[src/rtl/pin_event_pkg.sv]
package pin_event_pkg;

    // Mode encoding held in bits [2:0] of each pin's trigger field
    typedef enum logic [2:0] {
        TRIG_LVL_LO = 3'd0,
        TRIG_LVL_HI = 3'd1,
        TRIG_FALL   = 3'd2,
        TRIG_RISE   = 3'd3,
        TRIG_BOTH   = 3'd4
    } trig_e;

    // Register array selectors, address bits [11:8]
    localparam logic [3:0] ARR_TRIG = 4'h7;
    localparam logic [3:0] ARR_MASK = 4'h9;
    localparam logic [3:0] ARR_PEND = 4'hA;

    localparam int FIELD_W = 4;
    localparam logic [3:0] FIELD_RST = 4'h7;

endpackage

[src/rtl/evt_sync.sv]
module evt_sync #(
    parameter int W = 8
) (
    input  logic         clk,
    input  logic         rst_n,
    input  logic [W-1:0] raw_i,
    output logic [W-1:0] cur_o,
    output logic [W-1:0] prev_o
);

    logic [W-1:0] meta_q;
    logic [W-1:0] cur_q;
    logic [W-1:0] prev_q;

    always_ff @(posedge clk) begin
        if (!rst_n) begin
            meta_q <= '0;
            cur_q  <= '0;
            prev_q <= '0;
        end else begin
            meta_q <= raw_i;
            cur_q  <= meta_q;
            prev_q <= cur_q;
        end
    end

    assign cur_o  = cur_q;
    assign prev_o = prev_q;

endmodule

[src/rtl/evt_detect.sv]
module evt_detect
    import pin_event_pkg::*;
#(
    parameter int PINS = 8
) (
    input  logic [3*PINS-1:0] mode_i,
    input  logic [PINS-1:0]   cur_i,
    input  logic [PINS-1:0]   prev_i,
    output logic [PINS-1:0]   evt_o
);

    for (genvar p = 0; p < PINS; p++) begin : g_pin
        logic [2:0] m;
        assign m = mode_i[3*p +: 3];
        always_comb begin
            unique case (m)
                TRIG_LVL_LO: evt_o[p] = !cur_i[p];
                TRIG_LVL_HI: evt_o[p] = cur_i[p];
                TRIG_FALL:   evt_o[p] = prev_i[p] && !cur_i[p];
                TRIG_RISE:   evt_o[p] = !prev_i[p] && cur_i[p];
                TRIG_BOTH:   evt_o[p] = prev_i[p] ^ cur_i[p];
                default:     evt_o[p] = 1'b0;
            endcase
        end
    end

endmodule

[src/rtl/evt_group_regs.sv]
module evt_group_regs
    import pin_event_pkg::*;
#(
    parameter int PINS = 8,
    localparam int CFG_W = FIELD_W * PINS
) (
    input  logic             clk,
    input  logic             rst_n,
    input  logic             trig_we_i,
    input  logic             mask_we_i,
    input  logic             pend_we_i,
    input  logic [CFG_W-1:0] trig_wdata_i,
    input  logic [PINS-1:0]  bit_wdata_i,
    input  logic [PINS-1:0]  evt_i,
    output logic [CFG_W-1:0] trig_o,
    output logic [PINS-1:0]  mask_o,
    output logic [PINS-1:0]  pend_o
);

    logic [CFG_W-1:0] trig_q;
    logic [PINS-1:0]  mask_q;
    logic [PINS-1:0]  pend_q;
    logic [PINS-1:0]  clr;
    logic [PINS-1:0]  pend_d;

    assign clr    = pend_we_i ? bit_wdata_i : '0;
    // event takes priority over an acknowledge in the same cycle
    assign pend_d = (pend_q & ~clr) | evt_i;

    always_ff @(posedge clk) begin
        if (!rst_n) begin
            trig_q <= {PINS{FIELD_RST}};
            mask_q <= '1;
            pend_q <= '0;
        end else begin
            if (trig_we_i) trig_q <= trig_wdata_i;
            if (mask_we_i) mask_q <= bit_wdata_i;
            pend_q <= pend_d;
        end
    end

    assign trig_o = trig_q;
    assign mask_o = mask_q;
    assign pend_o = pend_q;

    for (genvar p = 0; p < PINS; p++) begin : g_chk
        // an event always lands in pending, masked or not
        a_r8_event_latched: assert property (@(posedge clk) disable iff (!rst_n)
            evt_i[p] |=> pend_q[p]);
        // acknowledge without a concurrent event clears the bit
        a_r6_ack_clears: assert property (@(posedge clk) disable iff (!rst_n)
            (pend_we_i && bit_wdata_i[p] && !evt_i[p]) |=> !pend_q[p]);
        // a zero written (or no write) keeps a set bit
        a_r6_zero_keeps: assert property (@(posedge clk) disable iff (!rst_n)
            (pend_q[p] && !(pend_we_i && bit_wdata_i[p])) |=> pend_q[p]);
        // modes 5..7 are silent
        a_r4_inert_silent: assert property (@(posedge clk) disable iff (!rst_n)
            (trig_q[FIELD_W*p +: 3] > 3'd4) |-> !evt_i[p]);
        // a pending bit only rises after an event
        a_r7_rise_needs_event: assert property (@(posedge clk) disable iff (!rst_n)
            $rose(pend_q[p]) |-> $past(evt_i[p]));
    end

endmodule

[src/rtl/pin_event_irq_bank.sv]
module pin_event_irq_bank
    import pin_event_pkg::*;
#(
    parameter int NUM_GROUPS = 2,
    parameter int PINS       = 8,
    localparam int ADDR_W    = 12,
    localparam int DATA_W    = 32,
    localparam int IDX_W     = 6,
    localparam int CFG_W     = FIELD_W * PINS,
    localparam int NPIN      = NUM_GROUPS * PINS
) (
    input  logic              clk,
    input  logic              rst_n,
    input  logic [NPIN-1:0]   pins_i,
    input  logic              reg_en_i,
    input  logic              reg_we_i,
    input  logic [ADDR_W-1:0] reg_addr_i,
    input  logic [DATA_W-1:0] reg_wdata_i,
    output logic [DATA_W-1:0] reg_rdata_o,
    output logic              bank_irq_o
);

    logic [3:0]       arr_sel;
    logic [IDX_W-1:0] grp_idx;
    logic             word_ok;

    assign arr_sel = reg_addr_i[11:8];
    assign grp_idx = reg_addr_i[7:2];
    assign word_ok = (reg_addr_i[1:0] == 2'b00);

    logic [CFG_W-1:0] trig_arr [NUM_GROUPS];
    logic [PINS-1:0]  mask_arr [NUM_GROUPS];
    logic [PINS-1:0]  pend_arr [NUM_GROUPS];
    logic [NUM_GROUPS-1:0] grp_irq;

    for (genvar g = 0; g < NUM_GROUPS; g++) begin : g_grp
        logic            hit;
        logic [PINS-1:0] cur, prev, evt;
        logic [3*PINS-1:0] mode;

        assign hit = reg_en_i && reg_we_i && word_ok && (grp_idx == IDX_W'(g));

        evt_sync #(.W(PINS)) u_sync (
            .clk    (clk),
            .rst_n  (rst_n),
            .raw_i  (pins_i[g*PINS +: PINS]),
            .cur_o  (cur),
            .prev_o (prev)
        );

        for (genvar p = 0; p < PINS; p++) begin : g_mode
            assign mode[3*p +: 3] = trig_arr[g][FIELD_W*p +: 3];
        end

        evt_detect #(.PINS(PINS)) u_det (
            .mode_i (mode),
            .cur_i  (cur),
            .prev_i (prev),
            .evt_o  (evt)
        );

        evt_group_regs #(.PINS(PINS)) u_regs (
            .clk          (clk),
            .rst_n        (rst_n),
            .trig_we_i    (hit && arr_sel == ARR_TRIG),
            .mask_we_i    (hit && arr_sel == ARR_MASK),
            .pend_we_i    (hit && arr_sel == ARR_PEND),
            .trig_wdata_i (reg_wdata_i[CFG_W-1:0]),
            .bit_wdata_i  (reg_wdata_i[PINS-1:0]),
            .evt_i        (evt),
            .trig_o       (trig_arr[g]),
            .mask_o       (mask_arr[g]),
            .pend_o       (pend_arr[g])
        );

        assign grp_irq[g] = |(pend_arr[g] & ~mask_arr[g]);
    end

    always_comb begin
        reg_rdata_o = '0;
        for (int g = 0; g < NUM_GROUPS; g++) begin
            if (reg_en_i && word_ok && grp_idx == IDX_W'(g)) begin
                unique case (arr_sel)
                    ARR_TRIG: reg_rdata_o = DATA_W'(trig_arr[g]);
                    ARR_MASK: reg_rdata_o = DATA_W'(mask_arr[g]);
                    ARR_PEND: reg_rdata_o = DATA_W'(pend_arr[g]);
                    default:  reg_rdata_o = '0;
                endcase
            end
        end
    end

    logic irq_q;
    always_ff @(posedge clk) begin
        if (!rst_n) irq_q <= 1'b0;
        else        irq_q <= |grp_irq;
    end
    assign bank_irq_o = irq_q;

    // the summary line never rises while every group was quiet
    a_r9_irq_needs_source: assert property (@(posedge clk) disable iff (!rst_n)
        $rose(irq_q) |-> $past(grp_irq != '0));

endmodule

[config.mk]
export PLATFORM = sky130hd
export DESIGN_NAME = pin_event_irq_bank
export DESIGN_NICKNAME = d
export VERILOG_FILES = /design/src/rtl/pin_event_pkg.sv /design/src/rtl/evt_sync.sv /design/src/rtl/evt_detect.sv /design/src/rtl/evt_group_regs.sv /design/src/rtl/pin_event_irq_bank.sv
export SDC_FILE = /design/constraint.sdc
export NUM_CORES = 1
export LEC_CHECK = 0
export BUFFER_PORTS_ARGS = -buffer_cell sky130_fd_sc_hd__buf_2
export CORE_UTILIZATION = 62
export CTS_BUF_LIST = sky130_fd_sc_hd__clkbuf_16
export CTS_CLUSTER_DIAMETER = 100
export DETAILED_ROUTE_END_ITERATION = 16
export PLACE_DENSITY = 0.85
export SLEW_MARGIN = 10
export SYNTH_ARGS = -nofsm -noshare
export SYNTH_HDL_FRONTEND = slang
export SYNTH_SLANG_ARGS = --single-unit
export TNS_END_PERCENT = 20
[constraint.sdc]
create_clock -name clk -period 2.2 [get_ports clk]
set_clock_uncertainty 0.15 [all_clocks]
set_input_delay 0.22 -clock clk [delete_from_list [all_inputs] [get_ports clk]]
set_output_delay 0.22 -clock clk [all_outputs]
set_load 0.005 [all_outputs]
# Word-level counts from Yosys, hierarchy flattened
# Cells that the tools add are included.
# totals
regBits	145
latch_bits	0
ramBits	0
rom_bits	0
wordCells	225
memories	0
# classes
add_sub_neg	0
n_mul	0
div	0
n_lt_le_gt_ge	0
eq_ne	68
n_shift	0
n_mux	22
bitwise_logic	26
n_reduce_logical	96
# ops
cell	count
$pmux 32 s3	2
$eq 3x2->1 const B	32
$pmux 1 s5	16
$mux 32	2
$eq 3x1->1 const B	16
$eq 3x3->1 const B	16
$logic_not 3->1	16
$logic_and 1x1->1	45
$and 8x8->8	4
$logic_not 1->1	32
$not 8->8	4
$mux 8	2
$or 8x8->8	2
$reduce_or 16->1	1
$xor 1x1->1	16
$eq 4x4->1 const B	2
$eq 6x1->1 const B	1
$logic_not 6->1	1
$eq 4x3->1 const B	1
$logic_not 2->1	1

# Depth between registers and ports, before layout
# logic_depth
ltp_word	8
depth_mapped	7
mapped_depth_nobuf	6

# Hierarchy
# A second synthesis with hierarchy kept.
# hier_totals
hier_cells	717
area_unflattened_um2	6889.1
# modules_own_cells
module	n_inst	cells_each	area_each_um2
evt_group_regs	2	163	1736.7
evt_sync	2	50	675.6
pin_event_irq_bank	1	129	839.6
evt_detect (g_grp[1].u_det)	1	81	614.3
evt_detect (g_grp[0].u_det)	1	81	610.6

# Least setup slack after synthesis
# OpenSTA, ideal clock, no wires.
# synth_timing
path_type	input port to output port
startpoint	in reg_addr_i[10]
endpoint	out reg_rdata_o[1]
arrival_ps	1367
t_required_ps	1830
path_slack_ps	463
cell_stages	6
cell_sequence	and4bb_1 > buf_6 > or3_1 > or3b_1 > buf_6 > o22ai_1
# synth_via
elab_chain_len	4
word_cells_on_any_way	7
# synth_lines
item	line	source
start, declared	pin_event_irq_bank.sv:17	input logic [ADDR_W-1:0] reg_addr_i,
$eq 4x4->1 / $eq 4x3->1 (equally long branches)	pin_event_irq_bank.sv:83	unique case (arr_sel)
$pmux 32 s3	pin_event_irq_bank.sv:83	
$mux 32	pin_event_irq_bank.sv:82	if (reg_en_i && word_ok && grp_idx == IDX_W'(g)) begin
$mux 32 (*)	pin_event_irq_bank.sv:82	
end, declared	pin_event_irq_bank.sv:19	output logic [DATA_W-1:0] reg_rdata_o,
# Every way passes the cells marked *; elsewhere a longest branch is shown, timed or not.

# Worst setup path after layout
# layout_timing
startpoint	in reg_addr_i[3]
endpoint	out reg_rdata_o[3]
# layout_via
elab_chain_len	4
word_cells_on_any_way	6
# layout_lines
item	line
$logic_not 6->1	pin_event_irq_bank.sv:82
$logic_and 1x1->1	pin_event_irq_bank.sv:82
$mux 32	pin_event_irq_bank.sv:82
$mux 32 (*)	pin_event_irq_bank.sv:82
# Marked as above.

==> flow_summary.json <==
{
  "dpl.hpwl_um": 11500,
  "worstSkewPairLatency_ps": 420,
  "first_pass_iters": 9,
  "area_growth_pct": 24.1,
  "grtUsageTotal_pct": 33.8,
  "critPathLaunchType": "primary input",
  "required_ps": 1830,
  "grt-ovfl-total": 0,
  "grt_pass1_wl_um": 29900,
  "pwr-share-comb_pct": 5.5,
  "clock-sinks": 145,
  "drtIter0Drc": 778,
  "cts_buffers": 17,
  "io_pins": 97,
  "ys.flop_type": "dfxtp_1",
  "clkPwrFrac_pct": 48.8,
  "cp_data_arrival_time_ps": 1670,
  "synth_top_area_share_pct": 43.2,
  "antenna_found_initial": 0,
  "cap_violations": 0,
  "ys_warn_count": 0,
  "io_buffers": 96,
  "drc": 0,
  "fmax_ghz": 0.491,
  "switchingPower_w": 0.00127,
  "fin_crit_sh_pct": 92.7,
  "reg2regPathDepth": 5,
  "synthArstFlopShare_pct": 0,
  "synth_most_common_cell": "nand2_1",
  "power_density_nw_per_um2": 702,
  "register_area_sq_um": 2900,
  "ir_worst_vdd_mv": 0.538,
  "syn_area_sq_um": 6730,
  "finalNonFillerCells": 1053,
  "swShare_pct": 21.6,
  "post-place-cells": 977,
  "synth-edff-count": 0,
  "period_needed_ps": 2040,
  "start_util_pct": 64.6,
  "hold_path_class": "in2reg",
  "cts_buffer_depth": 2,
  "crit_path_start": "reg_addr_i[3]",
  "cts_tree": "built",
  "crit_type": "in2out",
  "dpl_worst_slack_ps": 107,
  "drive_above_1_share_pct": 16.4,
  "fin_nets": 1000,
  "ys_types": 39,
  "outcome": "complete, no violations",
  "synth_nets": 868,
  "timing.rr.end": "g_grp[0].u_regs.pend_o[4]",
  "wl_um": 18500,
  "worstPathMaxFanout": 8,
  "maxSlewHeadroom_pct": 61.3,
  "cp-end-kind": "primary output",
  "cts-htree-levels": 4,
  "internal_power_w": 0.00459,
  "layout_setup_ws_ps": 161,
  "slew_viol_final": 0,
  "fin_setup_tns_ps": 0,
  "worstReg2RegStart": "g_grp[0].u_sync.cur_o[4]",
  "vias": 6417,
  "yosys-top-cells-area": "dfxtp_1 43%, nand2_1 8.3%, ha_1 6.0%, mux2i_1 5.8%, a2111oi_0 4.0%",
  "place_congestion": 0.882,
  "n_fill_cell": 621,
  "first_global_vias": 6402,
  "grt_max_degree": 98,
  "ys_ff_latch": 145,
  "leakage_nw": 3.76,
  "diodes": 0,
  "hold_viol": 0,
  "die_h_um": 106,
  "syn_avg_cell_area_sq_um": 8.71,
  "dieArea_sq_um": 11300,
  "synth_top_area_cell": "dfxtp_1",
  "vias_per_cell": 6.09,
  "setup_viol": 0,
  "seqPwrFrac_pct": 45.8,
  "r2r_slack_ps": 390,
  "die_width_um": 106,
  "path_clk_slew_ps": 60,
  "core_sq_um": 10400,
  "syn_inst": 772,
  "clock-root-buffer": "clkbuf_16",
  "drt-wirelength-per-cell_um": 17.6,
  "row_count": 37,
  "synthTopCellsByCount": "149 x nand2_1, 145 x dfxtp_1, 56 x inv_1, 40 x nor2_1, 39 x mux2i_1",
  "synth-seq-area-share_pct": 43.2,
  "final_antenna_net_count": 0,
  "grt_setup_unrepaired": "no",
  "worst_pin_slew_ps": 566,
  "crit_end": "reg_rdata_o[3]",
  "multiInputGateArea_sq_um": 3380
}
area by class of cell:
cell class,instances,area share (%)
multi-input combinational,525,40.4
sequential,145,34.8
timing repair buffer,159,13.1
clock buffer,17,5.10
inverter,56,2.52
tap,136,2.04
clock inverter,15,1.99
power groups by stage:
stage | clock network, W | logic (W) | registers, W
global placement | 0 | 0.000236 | 0.00274
detailed placement | 0 | 0.000249 | 0.00274
floorplan | 0 | 0.000144 | 0.00273
CTS | 0.00288 | 0.000309 | 0.00268
global route | 0.00300 | 0.000347 | 0.00268
finish | 0.00286 | 0.000319 | 0.00268
kinds of logic after synthesis:
| family | Yosys count | share of synthesized area (%) |
|---|---|---|
| compound gates | 127 | 14.0 |
| fa+ha+maj | 32 | 5.95 |
| buf+inv | 102 | 6.68 |
| flops | 145 | 43.2 |
| mux | 39 | 5.80 |
| simple gates | 327 | 24.4 |
placed cells by master, fill, tap and decap left out, drive strengths merged, types with 2 or more instances in the layout:
| cell type | synthesis | layout |
|---|---|---|
| clkinvlp | 0 | 5 |
| bufinv | 0 | 3 |
| nor2 | 40 | 40 |
| clkbuf | 22 | 17 |
| mux2i | 39 | 39 |
| and4 | 2 | 2 |
| a222oi | 16 | 16 |
| ha | 32 | 32 |
| nand2 | 149 | 149 |
| nand4 | 7 | 7 |
| a221oi | 2 | 2 |
| inv | 56 | 59 |
| and4bb | 2 | 2 |
| nor2b | 17 | 17 |
| a21oi | 32 | 32 |
| clkinv | 0 | 4 |
| buf | 24 | 117 |
| o22ai | 12 | 12 |
| nand2b | 3 | 3 |
| a2111oi | 31 | 31 |
| and2 | 33 | 33 |
| dlygate4sd3 | 0 | 42 |
| dfxtp | 145 | 145 |
| o211ai | 28 | 28 |
| nand3 | 37 | 37 |
| nor4bb | 15 | 15 |
| nor3b | 16 | 16 |
sequential cells by signal (all words and copies together), names as in the netlist:
register / flops
g_grp.u_sync.cur_o: 16
g_grp.u_regs.mask_o: 16
g_grp.u_regs.trig_o: 64
bank_irq_o: 1
g_grp.u_sync.prev_o: 16
g_grp.u_regs.pend_o: 16
g_grp.u_sync.meta_q: 16
how the worst min path moves through the flow:
stage,start,cells past startpoint,endpoint
2_1_floorplan,reg_wdata_i[10],2,g_grp[0].u_regs.trig_o[10]
3_3_place_gp,g_grp[1].u_sync.meta_q[2],1,g_grp[1].u_sync.cur_o[2]
3_5_place_dp,g_grp[0].u_sync.meta_q[5],1,g_grp[0].u_sync.cur_o[5]
4_1_cts,reg_wdata_i[2],3,g_grp[1].u_regs.trig_o[2]
5_1_grt,reg_wdata_i[1],3,g_grp[0].u_regs.trig_o[1]
6_report,reg_wdata_i[6],3,g_grp[1].u_regs.trig_o[6]
critical path, stage by stage:
cell and delay, ps:
buf_2 100, nor4b_2 310, nand2_1 120, or3b_4 470, o22ai_1 270, buf_2 180
metrics by stage:
step           instance area [sq um]  total power (W)  utilization [%]  hold slack, ps
4_1_cts                         8330          0.00587             80.0            43.9
2_1_floorplan                   6730          0.00288                -             194
3_5_place_dp                    7320          0.00299             70.2             269
5_1_grt                         8350          0.00603             80.1            47.5
6_report                        8350          0.00586             80.1            52.0
3_3_place_gp                    7320          0.00297             70.2             265
metal layers:
layer  track usage (%)  share of wire (%)  vias up
met2              60.3                 50      356
li1                  -                  -     2975
met5                 0                  0        -
met1              37.4                 38     3032
met4              15.2                2.7        0
met3              8.71                8.9       54
what timing repair did:
item | in CTS | in global routing
hold endpoints to repair | 68 | 0
resized for setup | 0 | 1
hold buffers | 42 | 0
setup buffers | 0 | 2
setup endpoints to repair | 0 | 5
No activity file was read; power rests on OpenSTA's default activity.
